[config.mk]
export PLATFORM = sky130hd
export DESIGN_NAME = intout_gen
export DESIGN_NICKNAME = d
export VERILOG_FILES = /design/src/rtl/intout_pkg.sv /design/src/rtl/intout_prescale.sv /design/src/rtl/intout_wavegen.sv /design/src/rtl/intout_regs.sv /design/src/rtl/intout_gen.sv
export SDC_FILE = /design/constraint.sdc
export NUM_CORES = 1
export LEC_CHECK = 0
export ABC_AREA = 1
export BUFFER_PORTS_ARGS = -buffer_cell sky130_fd_sc_hd__clkbuf_2
export CAP_MARGIN = 40
export CORE_MARGIN = 4
export CORE_UTILIZATION = 53
export CTS_CLUSTER_SIZE = 10
export DETAILED_ROUTE_END_ITERATION = 8
export PLACE_DENSITY = 0.81
export SYNTH_ARGS = -nofsm -noshare
export SYNTH_HDL_FRONTEND = slang
export SYNTH_SLANG_ARGS = --single-unit
[constraint.sdc]
create_clock -name clk -period 1.8 [get_ports clk]
set_input_delay 0.09 -clock clk [delete_from_list [all_inputs] [get_ports clk]]
set_output_delay 0.09 -clock clk [all_outputs]
set_load 0.02 [all_outputs]
[src/rtl/intout_pkg.sv]
package intout_pkg;
   localparam int MODE_W = 3;
   localparam logic [MODE_W-1:0] MODE_TOGGLE = 3'b111;

   typedef logic [MODE_W-1:0] mode_t;

   typedef struct packed {
      logic dir_out;
      logic enable;
   } pinctl_t;

   typedef enum logic {
      SEL_CFG = 1'b0,
      SEL_PIN = 1'b1
   } regsel_e;
endpackage

[src/rtl/intout_prescale.sv]
module intout_prescale #(
   parameter int DIV = 4
) (
   input  logic clk,
   input  logic rst_n,
   input  logic restart,
   output logic tick_o
);
   generate
      if (DIV == 1) begin : g_nodiv
         logic unused_ok;
         assign unused_ok = clk ^ rst_n ^ restart;
         assign tick_o    = 1'b1;
      end else begin : g_div
         localparam int PW = $clog2(DIV);
         localparam logic [PW-1:0] LAST = PW'(DIV - 1);
         logic [PW-1:0] pre_q;

         always_ff @(posedge clk or negedge rst_n) begin
            if (!rst_n) begin
               pre_q <= '0;
            end else if (restart || pre_q == LAST) begin
               pre_q <= '0;
            end else begin
               pre_q <= pre_q + 1'b1;
            end
         end

         assign tick_o = (pre_q == LAST);
      end
   endgenerate
endmodule

[src/rtl/intout_wavegen.sv]
module intout_wavegen #(
   parameter int COUNT_W = 16
) (
   input  logic               clk,
   input  logic               rst_n,
   input  logic               restart,
   input  logic [COUNT_W-1:0] count_load,
   input  logic [COUNT_W-1:0] count_cfg,
   input  logic               toggle_en,
   input  logic               diag,
   input  logic               tick,
   output logic               level_q,
   output logic [COUNT_W-1:0] cnt_q,
   output logic               level_out
);
   logic expire;
   assign expire = (cnt_q == '0);

   always_ff @(posedge clk or negedge rst_n) begin
      if (!rst_n) begin
         level_q <= 1'b0;
         cnt_q   <= '0;
      end else if (restart) begin
         level_q <= 1'b0;
         cnt_q   <= count_load;
      end else if (toggle_en && tick) begin
         if (expire) begin
            level_q <= ~level_q;
            cnt_q   <= count_cfg;
         end else begin
            cnt_q <= cnt_q - 1'b1;
         end
      end
   end

   assign level_out = level_q | diag;
endmodule

[src/rtl/intout_regs.sv]
module intout_regs
   import intout_pkg::*;
#(
   parameter int COUNT_W = 16,
   parameter int DATA_W  = 32
) (
   input  logic               clk,
   input  logic               rst_n,
   input  logic               wr_en,
   input  logic               wr_sel,
   input  logic [DATA_W-1:0]  wr_data,
   input  logic               rd_sel,
   input  logic               level_now,
   output logic [DATA_W-1:0]  rd_data,
   output logic               cfg_wr,
   output logic [COUNT_W-1:0] count_load,
   output logic [COUNT_W-1:0] count_q,
   output logic               toggle_en,
   output logic               diag_q,
   output pinctl_t            pin_q
);
   localparam int MODE_LSB  = COUNT_W;
   localparam int DIAG_BIT  = COUNT_W + MODE_W;
   localparam int STATE_BIT = DIAG_BIT + 1;
   localparam int USED_W    = STATE_BIT + 1;

   mode_t mode_q;
   logic  pin_wr;

   assign cfg_wr     = wr_en && (regsel_e'(wr_sel) == SEL_CFG);
   assign pin_wr     = wr_en && (regsel_e'(wr_sel) == SEL_PIN);
   assign count_load = wr_data[COUNT_W-1:0];

   always_ff @(posedge clk or negedge rst_n) begin
      if (!rst_n) begin
         count_q <= '0;
         mode_q  <= '0;
         diag_q  <= 1'b0;
      end else if (cfg_wr) begin
         count_q <= wr_data[COUNT_W-1:0];
         mode_q  <= wr_data[MODE_LSB +: MODE_W];
         diag_q  <= wr_data[DIAG_BIT];
      end
   end

   always_ff @(posedge clk or negedge rst_n) begin
      if (!rst_n) begin
         pin_q <= '0;
      end else if (pin_wr) begin
         pin_q <= pinctl_t'(wr_data[1:0]);
      end
   end

   assign toggle_en = (mode_q == MODE_TOGGLE);

   logic [USED_W-1:0] cfg_view;
   assign cfg_view = {level_now, diag_q, mode_q, count_q};

   always_comb begin
      rd_data = '0;
      if (regsel_e'(rd_sel) == SEL_CFG) begin
         rd_data[USED_W-1:0] = cfg_view;
      end else begin
         rd_data[1:0] = pin_q;
      end
   end

   logic unused_ok;
   assign unused_ok = ^{wr_data[DATA_W-1:STATE_BIT]};
endmodule

[src/rtl/intout_gen.sv]
module intout_gen
   import intout_pkg::*;
#(
   parameter int DIV     = 4,
   parameter int COUNT_W = 16,
   parameter int DATA_W  = 32
) (
   input  logic              clk,
   input  logic              rst_n,
   input  logic              wr_en,
   input  logic              wr_sel,
   input  logic [DATA_W-1:0] wr_data,
   input  logic              rd_sel,
   output logic [DATA_W-1:0] rd_data,
   output logic              pin_o,
   output logic              pin_oe
);
   generate
      if (DIV < 1) begin : g_bad_div
         $error("intout_gen: DIV must be at least 1");
      end
      if (COUNT_W < 1) begin : g_bad_cw
         $error("intout_gen: COUNT_W must be at least 1");
      end
      if (DATA_W < COUNT_W + MODE_W + 2) begin : g_bad_dw
         $error("intout_gen: DATA_W too narrow for the configuration fields");
      end
   endgenerate

   logic               tick;
   logic               cfg_wr;
   logic [COUNT_W-1:0] count_load;
   logic [COUNT_W-1:0] count_cfg;
   logic               toggle_en;
   logic               diag_q;
   pinctl_t            pin_q;
   logic               level_q;
   logic [COUNT_W-1:0] cnt_q;
   logic               level_out;

   intout_regs #(.COUNT_W(COUNT_W), .DATA_W(DATA_W)) u_regs (
      .clk        (clk),
      .rst_n      (rst_n),
      .wr_en      (wr_en),
      .wr_sel     (wr_sel),
      .wr_data    (wr_data),
      .rd_sel     (rd_sel),
      .level_now  (level_out),
      .rd_data    (rd_data),
      .cfg_wr     (cfg_wr),
      .count_load (count_load),
      .count_q    (count_cfg),
      .toggle_en  (toggle_en),
      .diag_q     (diag_q),
      .pin_q      (pin_q)
   );

   intout_prescale #(.DIV(DIV)) u_pre (
      .clk     (clk),
      .rst_n   (rst_n),
      .restart (cfg_wr),
      .tick_o  (tick)
   );

   intout_wavegen #(.COUNT_W(COUNT_W)) u_wave (
      .clk        (clk),
      .rst_n      (rst_n),
      .restart    (cfg_wr),
      .count_load (count_load),
      .count_cfg  (count_cfg),
      .toggle_en  (toggle_en),
      .diag       (diag_q),
      .tick       (tick),
      .level_q    (level_q),
      .cnt_q      (cnt_q),
      .level_out  (level_out)
   );

   assign pin_oe = pin_q.enable & pin_q.dir_out;
   assign pin_o  = pin_oe & level_out;
endmodule

==> PnR_summary.wiki, run 1 <==
{| class="wikitable"
! Metric !! Value
|-
| Comb power frac || 0.300
|-
| Compound-cell area share of the yosys netlist || 0.125
|-
| Kind of end point of the critical path || flip-flop
|-
| Final core utilization || 0.645
|-
| Post-detailed-placement half-perimeter wirelength || 4500 um
|-
| Total negative slack || 0 ns
|-
| WL per Instance || 12.7 um
|-
| Critical path start-end classification || reg2reg
|-
| Total power divided by cell area || 1010 mW/mm^2
|-
| Initial core utilization || 0.546
|-
| Area occupied by multi-input gates || between 0.001 and 0.0015 sq mm
|-
| TritonCTS clock tree || yes
|-
| Latest clock arrival within the worst-skew pair || ~0.3 ns
|-
| Fraction of power consumed by the clock network || 0.289
|-
| Max-slew violation count || 0
|-
| Number of rows in the core area || 25
|-
| Final setup violating endpoints || 0
|-
| Vias after detailed routing || 2,454
|-
| Worst slew pin tran || 0.567 ns
|-
| Endpoint of the worst setup timing path || u_wave.cnt_q[10]
|-
| Portion of netlist area occupied by mux cells || 0.00873
|-
| Total core area || 0.00472 sq mm
|-
| CTS Sinks || 41
|-
| Detailed Route WL || 6130 um
|-
| Number of DRC markers after the initial detailed-route iteration || a little under 200
|-
| Yosys reg bits || slightly above 40
|-
| Share of synthesized cell area in and, or, nand and nor gates || 0.338
|-
| Top library cells by usage in the layout, fill and taps aside || 99 x sky130_fd_sc_hd__nand2_1, 50 x sky130_fd_sc_hd__nor2_1, 47 x sky130_fd_sc_hd__clkbuf_2
|-
| Combinational family with the most area after synthesis || simple AND/OR/NAND/NOR gates
|-
| Diode count || 0
|-
| Layout overhead on the synthesized area || 18.1%
|-
| Internal power || 0.00199 W
|-
| Source of the critical timing path || u_wave.cnt_q[0]
|-
| Number of optimization iterations in the first detailed-route pass || 6
|-
| Number of filler instances in the final layout || 419
|-
| Maximum fanout along the worst path || 5
|-
| Largest net degree at the start of global routing || 50
|-
| Number of warnings printed during yosys synthesis || 0
|-
| Placer congestion estimate || 0.912
|-
| Number of antenna violations at the first check in global routing || 0
|-
| Headroom to the max-slew limit || 0.622
|-
| Count of different cell masters after synthesis || 32
|-
| Mapped Avg Cell Area || 7.14 sq um
|-
| Reg2Reg Setup Slack || 0.21 ns
|-
| Part of the power in registers || 0.412
|-
| Worst-path clk slew || ~0.08 ns
|-
| Number of placed cells counting well taps || 468
|-
| HP Class || in2reg
|-
| Layout net count || around 460
|-
| Fraction of the mapped netlist area in adder cells || 0.0146
|-
| Chip width || 77.8 um
|-
| Total of max-cap violations || 0
|-
| Die area || 0.00605 sq mm
|-
| Sequential cell area || a little over 0.001 sq mm
|-
| R2r endpoint || u_wave.cnt_q[10]
|-
| DRC violation count after routing || 0
|-
| Synthesized instance count || 361
|-
| RSZ-0062 raised after global routing || no
|-
| Total design power || 0.00308 W
|-
| Status || finished clean
|-
| Final worst path period share || 0.885
|-
| Cell at the root of the clock tree || sky130_fd_sc_hd__clkbuf_8
|-
| I/O pin total || 71
|-
| Switching power of the nets || 0.00109 W
|-
| Lkg Pwr || 1.61 nW
|-
| Number of buffer cells added on primary ports || 47
|-
| Routed vias/inst || slightly above 5
|-
| Final ANT Viol Nets || 0
|-
| Cells on worst reg2reg path || 8
|-
| Vias in the first global route || approximately 2,300
|-
| Final critical-path required period || 1.59 ns
|-
| Clock Skew || 0.00427 ns
|-
| Portion of the post-synthesis area used by sequential elements || 0.398
|-
| Final Hold Violating Endpoints || 0
|-
| Global-route wire length before repair || 10,700 um
|-
| Ratio of cells with drive above 1 in the final layout || 0.233
|-
| Switching Share || 0.355
|-
| XOR/XNOR Fraction of Synth Area || 0
|-
| Post-synthesis instance area || between 0.002 and 0.003 sq mm
|-
| Maximum clock frequency || 627 MHz
|-
| Number of CTS-inserted buffers || 5
|-
| Overflow left after global routing || 0
|-
| R2r startpoint || u_wave.cnt_q[0]
|-
| Critical Path Start Type || flip-flop
|-
| Most frequent standard cell in the layout excluding fill and tap cells || sky130_fd_sc_hd__nand2_1
|-
| Overall Global Routing Usage || 0.222
|-
| Maximum resistive drop on vdd || 0.661 mV
|-
| Buffer levels on the longest clock path || 2
|-
| Crit path arrival time || 1.83 ns
|-
| Critical path data required time || 2.04 ns
|-
| Floorplan die height || 77.8 um
|-
| Number of levels in the clock H-tree || 2
|-
| Non-filler cells, final || approximately 480
|}
==> synthesized netlist by cell type <==
master / instances / area [sq um]
sky130_fd_sc_hd__conb_1: 1 / 3.75
sky130_fd_sc_hd__nand3_1: 17 / 85.1
sky130_fd_sc_hd__a21oi_2: 6 / 52.6
sky130_fd_sc_hd__buf_1: 1 / 3.75
sky130_fd_sc_hd__nand3_2: 5 / 50.1
sky130_fd_sc_hd__clkbuf_1: 5 / 18.8
sky130_fd_sc_hd__o21ai_1: 10 / 50.1
sky130_fd_sc_hd__nand3b_1: 1 / 7.51
sky130_fd_sc_hd__nand2_4: 2 / 22.5
sky130_fd_sc_hd__nor2_1: 50 / 188
sky130_fd_sc_hd__nand2_2: 3 / 18.8
sky130_fd_sc_hd__nor2_2: 4 / 25.0
sky130_fd_sc_hd__nand3b_2: 1 / 11.3
sky130_fd_sc_hd__or2_2: 2 / 12.5
sky130_fd_sc_hd__mux2_2: 2 / 22.5
sky130_fd_sc_hd__a21oi_1: 15 / 75.1
sky130_fd_sc_hd__buf_4: 11 / 82.6
sky130_fd_sc_hd__nand4_1: 2 / 12.5
sky130_fd_sc_hd__inv_1: 37 / 139
sky130_fd_sc_hd__o211ai_1: 2 / 15.0
sky130_fd_sc_hd__buf_6: 2 / 22.5
sky130_fd_sc_hd__nand2_1: 99 / 372
sky130_fd_sc_hd__nor3_1: 3 / 15.0
sky130_fd_sc_hd__nor3b_1: 1 / 7.51
sky130_fd_sc_hd__nor2_4: 4 / 45.0
sky130_fd_sc_hd__buf_2: 4 / 20.0
sky130_fd_sc_hd__inv_2: 2 / 7.51
sky130_fd_sc_hd__o21a_1: 1 / 7.51
sky130_fd_sc_hd__o21ai_0: 23 / 115
sky130_fd_sc_hd__dfrtp_1: 41 / 1030
sky130_fd_sc_hd__o21bai_1: 1 / 7.51
sky130_fd_sc_hd__ha_1: 3 / 37.5
==> power by group through the flow <==
stage | registers, W | logic (W) | clock network, W
2_1_floorplan | 0.00124 | 0.000706 | 0
3_3_place_gp | 0.00127 | 0.000884 | 0
3_5_place_dp | 0.00128 | 0.000915 | 0
4_1_cts | 0.00127 | 0.000924 | 0.000892
5_1_grt | 0.00129 | 0.00105 | 0.000934
6_report | 0.00127 | 0.000924 | 0.000890
==> per-stage QoR <==
stage               cell area [sq um]  hold WS, ns  setup WS (ns)
finish                           3050     0.000254          0.206
floorplan                        2620       -0.206          0.376
CTS                              3000      0.00449          0.168
global placement                 2850        0.103          0.219
detailed placement               2850        0.109          0.175
global route                     3050       0.0215         0.0303
==> cell families (layout without fill, tap and decap cells) <==
group           count (synthesis)  in the layout
compound gates                 58             58
buf+inv                        62            107
simple gates                  194            194
mux                             2              2
fa+ha+maj                       3              3
other cells                     1             11
flops                          41             41
==> sequential cells by signal, summed over array words and instances, names as in the netlist <==
name               count
u_regs.mode_q          3
u_wave.cnt_q          16
u_pre.g_div.pre_q      2
u_regs.pin_q           2
u_wave.level_q         1
u_regs.count_q        16
u_regs.diag_q          1
==> layer usage <==
layer | track usage | up-vias | wire length, um
li1 | - | 1228 | -
met1 | 0.283 | 1120 | 2490
met2 | 0.373 | 90 | 3090
met3 | 0.0325 | 16 | 377
met4 | 0.0961 | 0 | 170
met5 | 0 | - | 0
==> critical path, cell delays in order, from the launching register on <==
cell,delay [ns]
sky130_fd_sc_hd__dfrtp_1,0.40
sky130_fd_sc_hd__inv_1,0.12
sky130_fd_sc_hd__ha_1,0.22
sky130_fd_sc_hd__nand2_1,0.14
sky130_fd_sc_hd__nor2_1,0.25
sky130_fd_sc_hd__nand3b_1,0.15
sky130_fd_sc_hd__nand3_2,0.09
sky130_fd_sc_hd__nand2_1,0.06
sky130_fd_sc_hd__a21oi_2,0.11
==> what timing repair did <==
action                                  4_1_cts  5_1_grt
resized for setup                             0        1
buffers inserted                              0        5
hold endpoints to repair                     20        0
endpoints found under the setup margin        0        2
hold buffers                                  2        0
==> final cells by class <==
cell class                 count  area share
clock inverter                 3      0.0214
clock buffer                   5      0.0226
timing repair buffer          60       0.115
inverter                      39      0.0481
multi-input combinational    268       0.429
sequential                    41       0.337
tap                           67      0.0275
==> worst min path at each step <==
stage                start                    to  cells past startpoint
3_3_place_gp         rst_n     u_regs.count_q[8]                      1
6_report       wr_data[16]      u_regs.mode_q[0]                      3
2_1_floorplan        rst_n  u_pre.g_div.pre_q[0]                      0
3_5_place_dp         rst_n     u_regs.count_q[8]                      1
5_1_grt         wr_data[8]     u_regs.count_q[8]                      3
4_1_cts        wr_data[16]      u_regs.mode_q[0]                      3
No activity file was read; power rests on OpenSTA's default activity.
==> run 2, diff against run 1 <==
- SETUP_SLACK_MARGIN: unset -> 0.4
==> run 2 against run 1 <==
  * Sequential share of layout area decreased by 1.9 points
  * Global-route usage rose by 1.8 points
  * Critical path depth fell by 2
  * Sequential cell count unchanged
  * Die area unchanged
  * Sequential power grew 4%
  * Worst setup slack worse by 0.086 ns
  * Worst hold slack gained 0.0015 ns
  * Total power rose by 4.0%
  * Utilization grew 4.6 points
  * Maximum frequency decreased by 5.1%
  * Critical path type unchanged
  * Largest cell class unchanged
  * Largest power group unchanged
==> PnR_summary.wiki, run 2 (synthesis gave the netlist of run 1 again) <==
{| class="wikitable"
! Metric !! Value
|-
| Status || finished clean
|-
| Total negative slack || 0 ns
|-
| Initial core utilization || 0.546
|-
| Final setup violating endpoints || 0
|-
| Maximum clock frequency || 595 MHz
|-
| Kind of end point of the critical path || flip-flop
|-
| Total core area || 0.00472 sq mm
|-
| Total design power || 0.00321 W
|-
| Number of DRC markers after the initial detailed-route iteration || roughly 230
|-
| R2r endpoint || u_wave.cnt_q[9]
|-
| Final ANT Viol Nets || 0
|-
| CTS Sinks || 41
|-
| Diode count || 0
|-
| Overall Global Routing Usage || 0.240
|-
| Latest clock arrival within the worst-skew pair || 0.30 ns
|-
| Number of buffer cells added on primary ports || 47
|-
| Number of CTS-inserted buffers || 5
|-
| Largest regs || u_regs.count_q (16), u_wave.cnt_q (16), u_regs.mode_q (3)
|-
| Number of filler instances in the final layout || 353
|-
| Non-filler cells, final || 496
|-
| Final critical-path required period || between 1.5 and 2 ns
|-
| Total power divided by cell area || approximately 1000 mW/mm^2
|-
| Vias after detailed routing || between 2,000 and 3,000
|-
| Post-detailed-placement half-perimeter wirelength || 4460 um
|-
| Number of optimization iterations in the first detailed-route pass || 4
|-
| Max stage delay on crit path || 0.47 ns
|-
| Critical Path Start Type || flip-flop
|-
| Vias in the first global route || 2,514
|-
| Final worst path period share || 0.933
|-
| Critical path data required time || 1.98 ns
|-
| Critical path start-end classification || reg2reg
|-
| Final Hold Violating Endpoints || 0
|-
| Worst-path clk slew || 0.09 ns
|-
| Most frequent standard cell in the layout excluding fill and tap cells || sky130_fd_sc_hd__nand2_1
|-
| Crit-path slowest cell || sky130_fd_sc_hd__dfrtp_2
|-
| Maximum fanout along the worst path || 5
|-
| Maximum resistive drop on vdd || 0.740 mV
|-
| Number of levels in the clock H-tree || 2
|-
| Chain of cells forming the critical path || nor2_1 -> nand2_1 -> o21ai_0 -> nand3_2 -> nand2_1 -> a21oi_2
|-
| HP Class || in2reg
|-
| Hold path endpoint || u_regs.mode_q[0]
|-
| TritonCTS clock tree || yes
|-
| Routed vias/inst || 5.35
|-
| Start point of the worst hold path || wr_data[16]
|-
| Total of max-cap violations || 0
|-
| Number of placed cells counting well taps || 467
|-
| Overflow left after global routing || 0
|-
| Number of rows in the core area || 25
|-
| Global-route wire length before repair || 11,600 um
|-
| Clock Skew || 0.0106 ns
|-
| Max-slew violation count || 0
|-
| Layout net count || roughly 470
|-
| Placer congestion estimate || 0.911
|-
| Lkg Pwr || 1.68 nW
|-
| R2r startpoint || u_wave.cnt_q[8]
|-
| Cell at the root of the clock tree || sky130_fd_sc_hd__clkbuf_8
|-
| Number of antenna violations at the first check in global routing || 0
|-
| I/O pin total || 71
|-
| Cells on worst reg2reg path || 6
|-
| Reg2Reg Setup Slack || 0.12 ns
|-
| Top library cells by usage in the layout, fill and taps aside || 92 x sky130_fd_sc_hd__nand2_1, 47 x sky130_fd_sc_hd__clkbuf_2, 41 x sky130_fd_sc_hd__nor2_1
|-
| Number of instances on the worst hold path || 3
|-
| DRC violation count after routing || 0
|-
| Largest net degree at the start of global routing || 45
|-
| Crit path arrival time || 1.86 ns
|-
| WL per Instance || 15.2 um
|-
| Layout overhead on the synthesized area || 26.5%
|-
| Detailed Route WL || 7540 um
|-
| Ratio of cells with drive above 1 in the final layout || 0.338
|-
| Chip width || 77.8 um
|-
| RSZ-0062 raised after global routing || yes
|-
| Cell occurring most often along the worst timing path || sky130_fd_sc_hd__nand2_1
|-
| Buffer levels on the longest clock path || 2
|-
| Die area || 0.00605 sq mm
|-
| Floorplan die height || between 70 and 80 um
|}
run 2: changes by cell type in the layout (fill, tap and decap cells not counted), moves of 7 or more:
cell,change
sky130_fd_sc_hd__buf_4,+11
sky130_fd_sc_hd__dfrtp_1,-10
sky130_fd_sc_hd__dfrtp_2,+10
sky130_fd_sc_hd__nand2_1,-7
sky130_fd_sc_hd__nor2_1,-9
sky130_fd_sc_hd__nor2_4,+8
run 2: layer usage:
metal	global-route usage	share of wire
met1	0.290	0.38
met2	0.417	0.50
met3	0.0464	0.074
met4	0.0961	0.049
met5	0	0
run 2: worst max-delay path, delay by kind of cell (launching register included):
kind	cells	cell delay, ns
and+or+nand+nor	4	0.71
DFF	1	0.47
AOI/OAI and AO/OA	2	0.38
run 2: area by class of cell:
cell class | instances | area, sq um | share of cell area
Inverter | 39 | 149 | 0.0456
Tap cell | 67 | 83.8 | 0.0257
Multi-Input combinational cell | 271 | 1460 | 0.448
Clock buffer | 5 | 68.8 | 0.0211
Sequential cell | 41 | 1040 | 0.318
Timing Repair Buffer | 71 | 425 | 0.130
Clock inverter | 2 | 35.0 | 0.0107
run 2: how the worst max path moves through the flow:
stage | startpoint | to | slack, ns | depth (start not counted)
3_5_place_dp | u_wave.cnt_q[0] | u_wave.cnt_q[6] | 0.18 | 11
6_report | u_wave.cnt_q[8] | u_wave.cnt_q[9] | 0.12 | 6
4_1_cts | u_wave.cnt_q[1] | u_wave.cnt_q[5] | 0.34 | 11
5_1_grt | u_wave.cnt_q[8] | u_wave.cnt_q[9] | 0.16 | 6
3_3_place_gp | u_wave.cnt_q[0] | u_wave.cnt_q[8] | 0.21 | 11
2_1_floorplan | u_wave.cnt_q[0] | u_wave.cnt_q[0] | 0.43 | 8
run 2: through the flow:
stage | worst slack [ns] | utilization | hold WS, ns | area, sq um
finish | 0.120 | 0.691 | 0.00179 | 3260
detailed placement | 0.178 | 0.598 | -0.0435 | 2830
CTS | 0.342 | 0.664 | 0.00186 | 3140
global route | 0.156 | 0.691 | 0.00228 | 3260
global placement | 0.209 | 0.598 | -0.0425 | 2830
floorplan | 0.425 | - | -0.206 | 2620
run 2: what timing repair did:
action	in CTS	in global routing
pin swaps	9	13
hold endpoints to repair	41	0
endpoints found under the setup margin	17	17
hold buffers	1	0
buffers inserted	11	7
gates resized for setup	29	21
cloned	3	0
run 2: power by group:
| group | total (W) | internal (W) | leakage [nW] | switching [W] |
|---|---|---|---|---|
| Sequential | 0.00132 | 0.00111 | 0.482 | 0.000207 |
| Clock | 0.000731 | 0.000403 | 0.0540 | 0.000328 |
| Combinational | 0.00116 | 0.000446 | 1.14 | 0.000714 |
